`src/rtl/srm_pkg.sv`:
```
package srm_pkg;
  localparam int CODE_W      = 4;
  localparam int NUM_RATES   = 7;
  localparam logic [CODE_W-1:0] CODE_NOMATCH = 4'hE;
  localparam logic [CODE_W-1:0] CODE_OOR     = 4'hF;

  // Nominal sampling rates in Hz, indexed by rate code
  function automatic longint rate_hz(input int idx);
    case (idx)
      0:       return 64'd32000;
      1:       return 64'd44100;
      2:       return 64'd48000;
      3:       return 64'd88200;
      4:       return 64'd96000;
      5:       return 64'd176400;
      default: return 64'd192000;
    endcase
  endfunction

  // Lowest tick count accepted for a rate (rounded up)
  function automatic int win_lo(input int idx, input longint ref_hz,
                                input int prescale, input int tol_pct);
    longint num, den;
    num = ref_hz * longint'(100 - tol_pct);
    den = longint'(prescale) * rate_hz(idx) * 64'd100;
    return int'((num + den - 64'd1) / den);
  endfunction

  // Highest tick count accepted for a rate (rounded down)
  function automatic int win_hi(input int idx, input longint ref_hz,
                                input int prescale, input int tol_pct);
    longint num, den;
    num = ref_hz * longint'(100 + tol_pct);
    den = longint'(prescale) * rate_hz(idx) * 64'd100;
    return int'(num / den);
  endfunction
endpackage

```
`src/rtl/srm_tick_counter.sv`:
```
module srm_tick_counter #(
  parameter int PRESCALE = 4,
  parameter int CNT_W    = 8
) (
  input  logic             clk,
  input  logic             rst,
  input  logic             restart,
  output logic [CNT_W-1:0] win_cnt
);
  localparam int DIV_W = (PRESCALE > 2) ? $clog2(PRESCALE) : 1;
  localparam logic [DIV_W-1:0] DIV_LAST = DIV_W'(PRESCALE - 1);
  // the restart cycle itself is the first reference cycle of the new window
  localparam logic [DIV_W-1:0] DIV_SEED = DIV_W'(1 % PRESCALE);
  localparam logic [CNT_W-1:0] CNT_MAX  = '1;

  logic [DIV_W-1:0] div_q;
  logic             tick;

  assign tick = (div_q == DIV_LAST);

  always_ff @(posedge clk) begin
    if (rst) begin
      div_q   <= '0;
      win_cnt <= '0;
    end else if (restart) begin
      div_q   <= DIV_SEED;
      win_cnt <= '0;
    end else if (tick) begin
      div_q <= '0;
      if (win_cnt != CNT_MAX) win_cnt <= win_cnt + 1'b1;
    end else begin
      div_q <= div_q + 1'b1;
    end
  end

  // a full window stays pinned at the top value
  a_r3_saturate: assert property (@(posedge clk) disable iff (rst)
    (win_cnt == CNT_MAX && !restart) |=> (win_cnt == CNT_MAX));

  // between restarts the window only ever advances by one tick
  a_r1_single_step: assert property (@(posedge clk) disable iff (rst)
    !restart |=> (win_cnt == $past(win_cnt) || win_cnt == $past(win_cnt) + 1'b1));
endmodule

```
`src/rtl/srm_rate_classify.sv`:
```
module srm_rate_classify #(
  parameter longint REF_HZ   = 64'd24576000,
  parameter int     PRESCALE = 4,
  parameter int     TOL_PCT  = 3,
  parameter int     CNT_W    = 8
) (
  input  logic [CNT_W-1:0]           count,
  output logic [srm_pkg::CODE_W-1:0] code
);
  import srm_pkg::*;

  logic [NUM_RATES-1:0] hit;

  for (genvar i = 0; i < NUM_RATES; i++) begin : g_win
    localparam int LO = win_lo(i, REF_HZ, PRESCALE, TOL_PCT);
    localparam int HI = win_hi(i, REF_HZ, PRESCALE, TOL_PCT);
    assign hit[i] = (int'(count) >= LO) && (int'(count) <= HI);
  end

  always_comb begin
    code = CODE_NOMATCH;
    if (count == '1) begin
      code = CODE_OOR;
    end else begin
      for (int i = NUM_RATES - 1; i >= 0; i--) begin
        if (hit[i]) code = CODE_W'(i);
      end
    end
  end

  // the tolerance windows must never overlap
  always_comb begin
    a_r2_disjoint: assert ($onehot0(hit));
  end
endmodule

```
`src/rtl/srm_capture.sv`:
```
module srm_capture #(
  parameter int CNT_W = 8
) (
  input  logic                       clk,
  input  logic                       rst,
  input  logic                       frm_stb,
  input  logic                       rx_err,
  input  logic                       hold_mode,
  input  logic [CNT_W-1:0]           win_cnt,
  input  logic [srm_pkg::CODE_W-1:0] win_code,
  output logic [CNT_W-1:0]           cnt_q,
  output logic [srm_pkg::CODE_W-1:0] code_q,
  output logic                       valid_q
);
  logic err_q;
  logic armed;
  logic unlock_evt;
  logic take_ok;
  logic capture;

  assign unlock_evt = hold_mode & rx_err & ~err_q;
  assign take_ok    = hold_mode ? rx_err : 1'b1;
  assign capture    = frm_stb & armed & take_ok & ~unlock_evt;

  always_ff @(posedge clk) begin
    if (rst) begin
      err_q   <= 1'b0;
      armed   <= 1'b0;
      cnt_q   <= '0;
      code_q  <= '0;
      valid_q <= 1'b0;
    end else begin
      err_q <= rx_err;
      if (unlock_evt)   armed <= 1'b0;
      else if (frm_stb) armed <= 1'b1;
      if (capture) begin
        cnt_q  <= win_cnt;
        code_q <= win_code;
      end
      if (unlock_evt)   valid_q <= 1'b0;
      else if (capture) valid_q <= 1'b1;
    end
  end

  // a locked receiver in hold mode freezes the result
  a_r5_hold_frozen: assert property (@(posedge clk) disable iff (rst)
    (hold_mode && !rx_err) |=> ($stable(cnt_q) && $stable(code_q) && $stable(valid_q)));

  // entering unlock in hold mode drops the valid flag
  a_r6_unlock_clears: assert property (@(posedge clk) disable iff (rst)
    (hold_mode && $rose(rx_err)) |=> !valid_q);

  // the valid flag can only rise at a frame strobe
  a_r8_valid_on_strobe: assert property (@(posedge clk) disable iff (rst)
    $rose(valid_q) |-> $past(frm_stb));
endmodule

```
`src/rtl/srm_regread.sv`:
```
module srm_regread #(
  parameter int CNT_W = 8
) (
  input  logic                       clk,
  input  logic                       rst,
  input  logic                       rd_en,
  input  logic                       rd_addr,
  input  logic [CNT_W-1:0]           cnt_q,
  input  logic [srm_pkg::CODE_W-1:0] code_q,
  output logic [CNT_W-1:0]           rd_data
);
  localparam int PAD_W = CNT_W - srm_pkg::CODE_W;

  always_ff @(posedge clk) begin
    if (rst) begin
      rd_data <= '0;
    end else if (rd_en) begin
      rd_data <= rd_addr ? cnt_q : {{PAD_W{1'b0}}, code_q};
    end
  end

  // a count read returns the count present at the request edge
  a_r9_count_read: assert property (@(posedge clk) disable iff (rst)
    (rd_en && rd_addr) |=> (rd_data == $past(cnt_q)));
endmodule

```
`src/rtl/fs_rate_meter.sv`:
```
module fs_rate_meter #(
  parameter longint REF_HZ   = 64'd24576000,
  parameter int     PRESCALE = 4,
  parameter int     TOL_PCT  = 3,
  parameter int     CNT_W    = 8
) (
  input  logic             clk,
  input  logic             rst,
  input  logic             frm_stb,
  input  logic             rx_err,
  input  logic             hold_mode,
  input  logic             rd_en,
  input  logic             rd_addr,
  output logic [CNT_W-1:0] rd_data,
  output logic [CNT_W-1:0] rate_count,
  output logic [3:0]       rate_code,
  output logic             rate_valid
);
  logic [CNT_W-1:0] win_cnt;
  logic [3:0]       win_code;

  srm_tick_counter #(.PRESCALE(PRESCALE), .CNT_W(CNT_W)) u_cnt (
    .clk     (clk),
    .rst     (rst),
    .restart (frm_stb),
    .win_cnt (win_cnt)
  );

  srm_rate_classify #(.REF_HZ(REF_HZ), .PRESCALE(PRESCALE), .TOL_PCT(TOL_PCT),
                      .CNT_W(CNT_W)) u_cls (
    .count (win_cnt),
    .code  (win_code)
  );

  srm_capture #(.CNT_W(CNT_W)) u_cap (
    .clk       (clk),
    .rst       (rst),
    .frm_stb   (frm_stb),
    .rx_err    (rx_err),
    .hold_mode (hold_mode),
    .win_cnt   (win_cnt),
    .win_code  (win_code),
    .cnt_q     (rate_count),
    .code_q    (rate_code),
    .valid_q   (rate_valid)
  );

  srm_regread #(.CNT_W(CNT_W)) u_rd (
    .clk     (clk),
    .rst     (rst),
    .rd_en   (rd_en),
    .rd_addr (rd_addr),
    .cnt_q   (rate_count),
    .code_q  (rate_code),
    .rd_data (rd_data)
  );
endmodule

```
`config.mk`:
```
export PLATFORM = sky130hd
export DESIGN_NAME = fs_rate_meter
export DESIGN_NICKNAME = d
export VERILOG_FILES = /design/src/rtl/srm_pkg.sv /design/src/rtl/srm_tick_counter.sv /design/src/rtl/srm_rate_classify.sv /design/src/rtl/srm_capture.sv /design/src/rtl/srm_regread.sv /design/src/rtl/fs_rate_meter.sv
export SDC_FILE = /design/constraint.sdc
export NUM_CORES = 1
export LEC_CHECK = 0
export BUFFER_PORTS_ARGS = -buffer_cell sky130_fd_sc_hd__buf_2
export CELL_PAD_IN_SITES_DETAIL_PLACEMENT = 0
export CELL_PAD_IN_SITES_GLOBAL_PLACEMENT = 1
export CORE_ASPECT_RATIO = 0.6
export CORE_MARGIN = 4
export CORE_UTILIZATION = 38
export CTS_CLUSTER_DIAMETER = 150
export DETAILED_ROUTE_END_ITERATION = 6
export PLACE_DENSITY_LB_ADDON = 0.1
export SYNTH_ARGS = -nofsm -noshare
export SYNTH_HDL_FRONTEND = slang
export SYNTH_SLANG_ARGS = --single-unit
```
`constraint.sdc`:
```
create_clock -name clk -period 1.7 [get_ports clk]
set_input_delay 0.34 -clock clk [delete_from_list [all_inputs] [get_ports clk]]
set_output_delay 0.34 -clock clk [all_outputs]
set_load 0.005 [all_outputs]
```
==> Word-level counts from Yosys, hierarchy flattened <==
Cells that the tools add are included.
{ "totals": {"register_bits": 33, "inputBits": 7, "out_inout_bits": 21, "word_cells": 58} }
{ "op_classes": {"add_sub_neg": 2, "order_cmp": 14, "n_eq_ne": 3, "muxes": 12, "n_bitwise": 7, "n_reduce_logical": 11} }
{ "op_table": {"columns": ["cell", "n"], "rows": [
  ["$mux 4", 8],
  ["$ge 8x6->1 const B", 3],
  ["$le 8x8->1 const B", 3],
  ["$ge 8x7->1 const B", 2],
  ["$ge 8x8->1 const B", 2],
  ["$le 8x6->1 const B", 2],
  ["$le 8x7->1 const B", 2],
  ["$add 8x1->8 const B", 1],
  ["$eq 8x8->1 const B", 1],
  ["$mux 8", 1],
  ["$ne 8x8->1 const B", 1],
  ["$logic_and 1x1->1", 7],
  ["$and 1x1->1", 5],
  ["$reduce_or 2->1", 2],
  ["$mux 1", 3],
  ["$reduce_or 3->1", 1],
  ["$add 2x1->2 const B", 1],
  ["$eq 2x2->1 const B", 1],
  ["$not 1->1", 2],
  ["$reduce_and 2->1", 1]
]} }

==> Longest topological paths before layout <==
{ "depth": {"word_depth": 10, "mapped_depth": 7, "mapped_depth_nobuf": 7} }

==> Cells and area by module <==
A second synthesis with hierarchy kept.
{ "unflattened": {"cells_unflattened": 183, "hier_area_um2": 1717.9} }
{ "by_module_without_submodules": {"columns": ["mod", "n_inst", "cells_each", "area_per_inst_um2"], "rows": [
  ["srm_capture", 1, 62, 658.1],
  ["srm_tick_counter", 1, 51, 490.5],
  ["srm_regread", 1, 35, 332.8],
  ["srm_rate_classify", 1, 35, 236.5]
]} }

==> Worst setup path after synthesis <==
Ideal clock, no wire load.
{ "synth_path": {"path_type": "register to register", "start": "register u_cnt.win_cnt[1]", "end": "register u_cnt.win_cnt[5]", "setup_time_ns": 0.126, "arrival_ns": 1.357, "path_slack_ns": 0.217, "path_stages_with_launch": 7, "path_buffers": 0, "cell_sequence": "dfxtp_1 -> ha_1 -> nand2_1 -> o31ai_4 -> nor3_1 -> xnor2_1 -> nor2_1"} }
{ "synth_via": {"elab_chain_cells": 2, "elab_cells_between_ends": 3} }
{ "synth_rtl": {"columns": ["element", "line_no", "rtl"], "rows": [
  ["start: declaration", "srm_tick_counter.sv:8", "output logic [CNT_W-1:0] win_cnt"],
  ["start signal: assignment", "srm_tick_counter.sv:30", "if (win_cnt != CNT_MAX) win_cnt <= win_cnt + 1'b1;"],
  ["branches (longest 2 deep; another with $add 8x1->8)", null, null]
]} }
Several ways; the timed one is not identified.
A chain may end at the register's enable or synchronous reset.

==> Final worst setup path <==
{ "layout_path": {"start": "register u_cnt.win_cnt[0]", "end": "register u_cnt.win_cnt[3]"} }
Same word-level chain as after synthesis.

==> flow_summary.json <==
{
  "status": "complete, no violations",
  "ys_ff_latch": 33,
  "area_growth_pct": 19.7,
  "grt_max_degree": 17,
  "critPathTopFamily": "simple AND/OR/NAND/NOR gates",
  "die_h_microns": 58.0,
  "cts_root_buf": "clkbuf_8",
  "finalCriticalPeriod_ns": 1.61,
  "grt_pass1_vias": 1256,
  "clkSinkCount": 33,
  "grtUsageMet1_pct": 18.2,
  "globalplace.congestion": 0.891,
  "first_pass_iters": 4,
  "portBuffers": 27,
  "final_antenna_net_count": 0,
  "place_area_sq_um": 1760,
  "crit_arrival_ns": 1.82,
  "cts_hold_buf": 0,
  "worst-setup-path-type": "register to register",
  "grt_overflow": 0,
  "postSynth.asyncResetShare_pct": 0,
  "start_util_pct": 41.4,
  "drc_errors": 0,
  "grtUsageMet2_pct": 22.1,
  "grt.busiest_layer": "met2",
  "yosys_warnings": 0,
  "drt-initial-drc-count": 71,
  "diodes": 0,
  "routed_wl_microns": 3620,
  "synth_top_area_share_pct": 41.7,
  "drv_cap": 0,
  "cpPeakStageDelay_ns": 0.36,
  "netlist_instances": 181,
  "cp_max_fo": 7,
  "crit_chain": "ha_1 -> nand2_1 -> o31ai_4 -> buf_4 -> or3_1 -> a21oi_1",
  "worst_setup_path_start_kind": "register",
  "slew_headroom_pct": 75.7,
  "cp_slowest_cell": "dfxtp_4",
  "finalHoldViolCount": 0,
  "leakage_uw": 0.000759,
  "peakVddDrop_uv": 360,
  "h-tree-depth": 2,
  "core_area_sq_um": 3830,
  "viasPerCell": 5.26,
  "tightest_slew_ns": 0.364,
  "power-per-cell-area_nw_per_um2": 883,
  "path_clk_slew_ns": 0.07,
  "ys_top_cells_by_area": "dfxtp_1 (42%), nor2_1 (9.0%), mux2i_1 (8.8%)",
  "wl_per_cell_microns": 14.0,
  "dp_hpwl_microns": 2660,
  "cts.path.max_buffers": 2,
  "grt_util_met3_pct": 5.06,
  "num_rows": 17,
  "antenna_found_initial": 0,
  "cts_buffers": 5,
  "synth.cell_area_sq_um": 1580,
  "setup_viol": 0,
  "fp.dieW_microns": 91.4,
  "ys_types": 36,
  "crit_path_end_kind": "register",
  "critPathRequiredTime_ns": 1.91,
  "setup_tns_ns": 0,
  "ys_seq_area_share_pct": 41.7,
  "grt_pass1_wl_microns": 5980,
  "synth-main-ff-cell": "dfxtp_1",
  "fp.dieArea_sq_um": 5300,
  "max_freq_ghz": 0.619,
  "skew_ns": 0.00673,
  "pin_count": 28,
  "finalCritPeriodShare_pct": 95.0,
  "rsz0062_at_grt": "false",
  "layout.nets": 222,
  "synth_area_per_cell_sq_um": 8.75,
  "final.fill_count": 372,
  "fin_area_sq_um": 1900,
  "clock_latency_ns": 0.28,
  "drive_above_1_share_pct": 26.4,
  "syn_nets": 192,
  "routed-via-count": 1362,
  "hold_class": "input pin to register",
  "synth_area_leader_cell": "dfxtp_1",
  "synth_edf_count": 0,
  "cts_tree": "yes",
  "maxSlewViolCount": 0,
  "crit_buf_inv": 1,
  "grt_util_all_layers_pct": 14.5
}
-- cells in the mapped netlist (3+ instances only) --
cell and n:
nor2_1 38, dfxtp_1 33, mux2i_1 14, a21oi_1 9, nand2_1 9, nand3_1 7, a211oi_1 6, clkbuf_1 6
inv_1 5, nor3_1 5, xnor2_1 5, ha_1 4, nand2b_1 4, o21ai_0 4, buf_2 3, nor4_1 3
-- sequential cells by signal, indices dropped and copies added (netlist names) --
signal / flops
u_cap.cnt_q: 8
u_cap.code_q: 4
u_cap.armed: 1
u_cnt.win_cnt: 8
u_cap.valid_q: 1
u_cap.err_q: 1
u_cnt.div_q: 2
u_rd.rd_data: 8
-- cell usage in the layout (no fill, tap or decap), types with 2 or more instances in the layout --
cell type	count
o21ai_0	4
inv_1	5
nor2_1	38
a21oi_1	9
xnor2_1	5
nor4_1	3
dfxtp_2	2
nand3b_1	2
buf_2	27
dfxtp_1	30
nor3_1	5
a211oi_2	2
mux2i_1	14
nand2_1	9
or3_1	2
nand2b_1	4
a211oi_1	6
ha_1	3
nand3_1	7
buf_4	9
clkbuf_8	6
a22oi_1	2
-- worst min-delay path, stage by stage --
cell	delay [ns]
buf_2	0.11
inv_1	0.06
nor2_1	0.04
-- worst paths after layout --
check	from	endpoint	slack, ns	cells past startpoint
setup / recovery	u_cnt.win_cnt[0]	u_cnt.win_cnt[3]	0.09	6
hold / removal	rx_err	u_cap.err_q	0.31	3
setup reg to reg	u_cnt.win_cnt[0]	u_cnt.win_cnt[3]	0.09	6
hold reg to reg	u_rd.rd_data[6]	u_rd.rd_data[6]	0.47	2
-- cell type report --
type	count	area [sq um]	area share (%)
tap	47	58.8	3.10
clock buffer	7	86.3	4.55
sequential	33	667	35.2
clock inverter	1	30.0	1.58
inverter	5	18.8	0.990
timing repair buffer	36	203	10.7
multi-input combinational	130	832	43.9
-- cells by family after synthesis --
| kind of cell | share of synthesized area, % |
|---|---|
| compound gates | 13.1 |
| fa+ha+maj | 3.16 |
| flops | 41.7 |
| mux | 8.85 |
| simple gates | 23.9 |
| xor+xnor | 3.32 |
| buf+inv | 5.92 |
-- stage by stage --
stage                     setup WS, ns  hold WS, ns  util, %  std cells  power, uW
after global placement          0.0908        0.455     46.0        250        928
after CTS                       0.0159        0.299     49.1        258       1700
after detailed placement        0.0191        0.466     46.0        250        928
after global routing           0.00182        0.329     49.5        259       1750
final                           0.0851        0.311     49.5        259       1670
after floorplan                  0.217        0.461        -        181        892
-- what timing repair did --
action,in CTS,in global routing
endpoints found under the setup margin,0,10
gates resized for setup,0,5
hold endpoints to repair,0,0
buffers inserted,0,1
-- report_power, final --
| group | total [uW] | leakage (uW) | switching [uW] | internal [uW] |
|---|---|---|---|---|
| clock network | 763 | 0.0000585 | 285 | 478 |
| registers | 806 | 0.000270 | 13.6 | 793 |
| logic | 104 | 0.000431 | 57.1 | 46.8 |
-- metal layers --
layer	part of all wire, %	routed length [microns]
met1	50	1820
met2	42	1510
met3	5.9	215
met4	1.9	70
met5	0	0
Note: power is estimated with default switching activity, not from simulation.
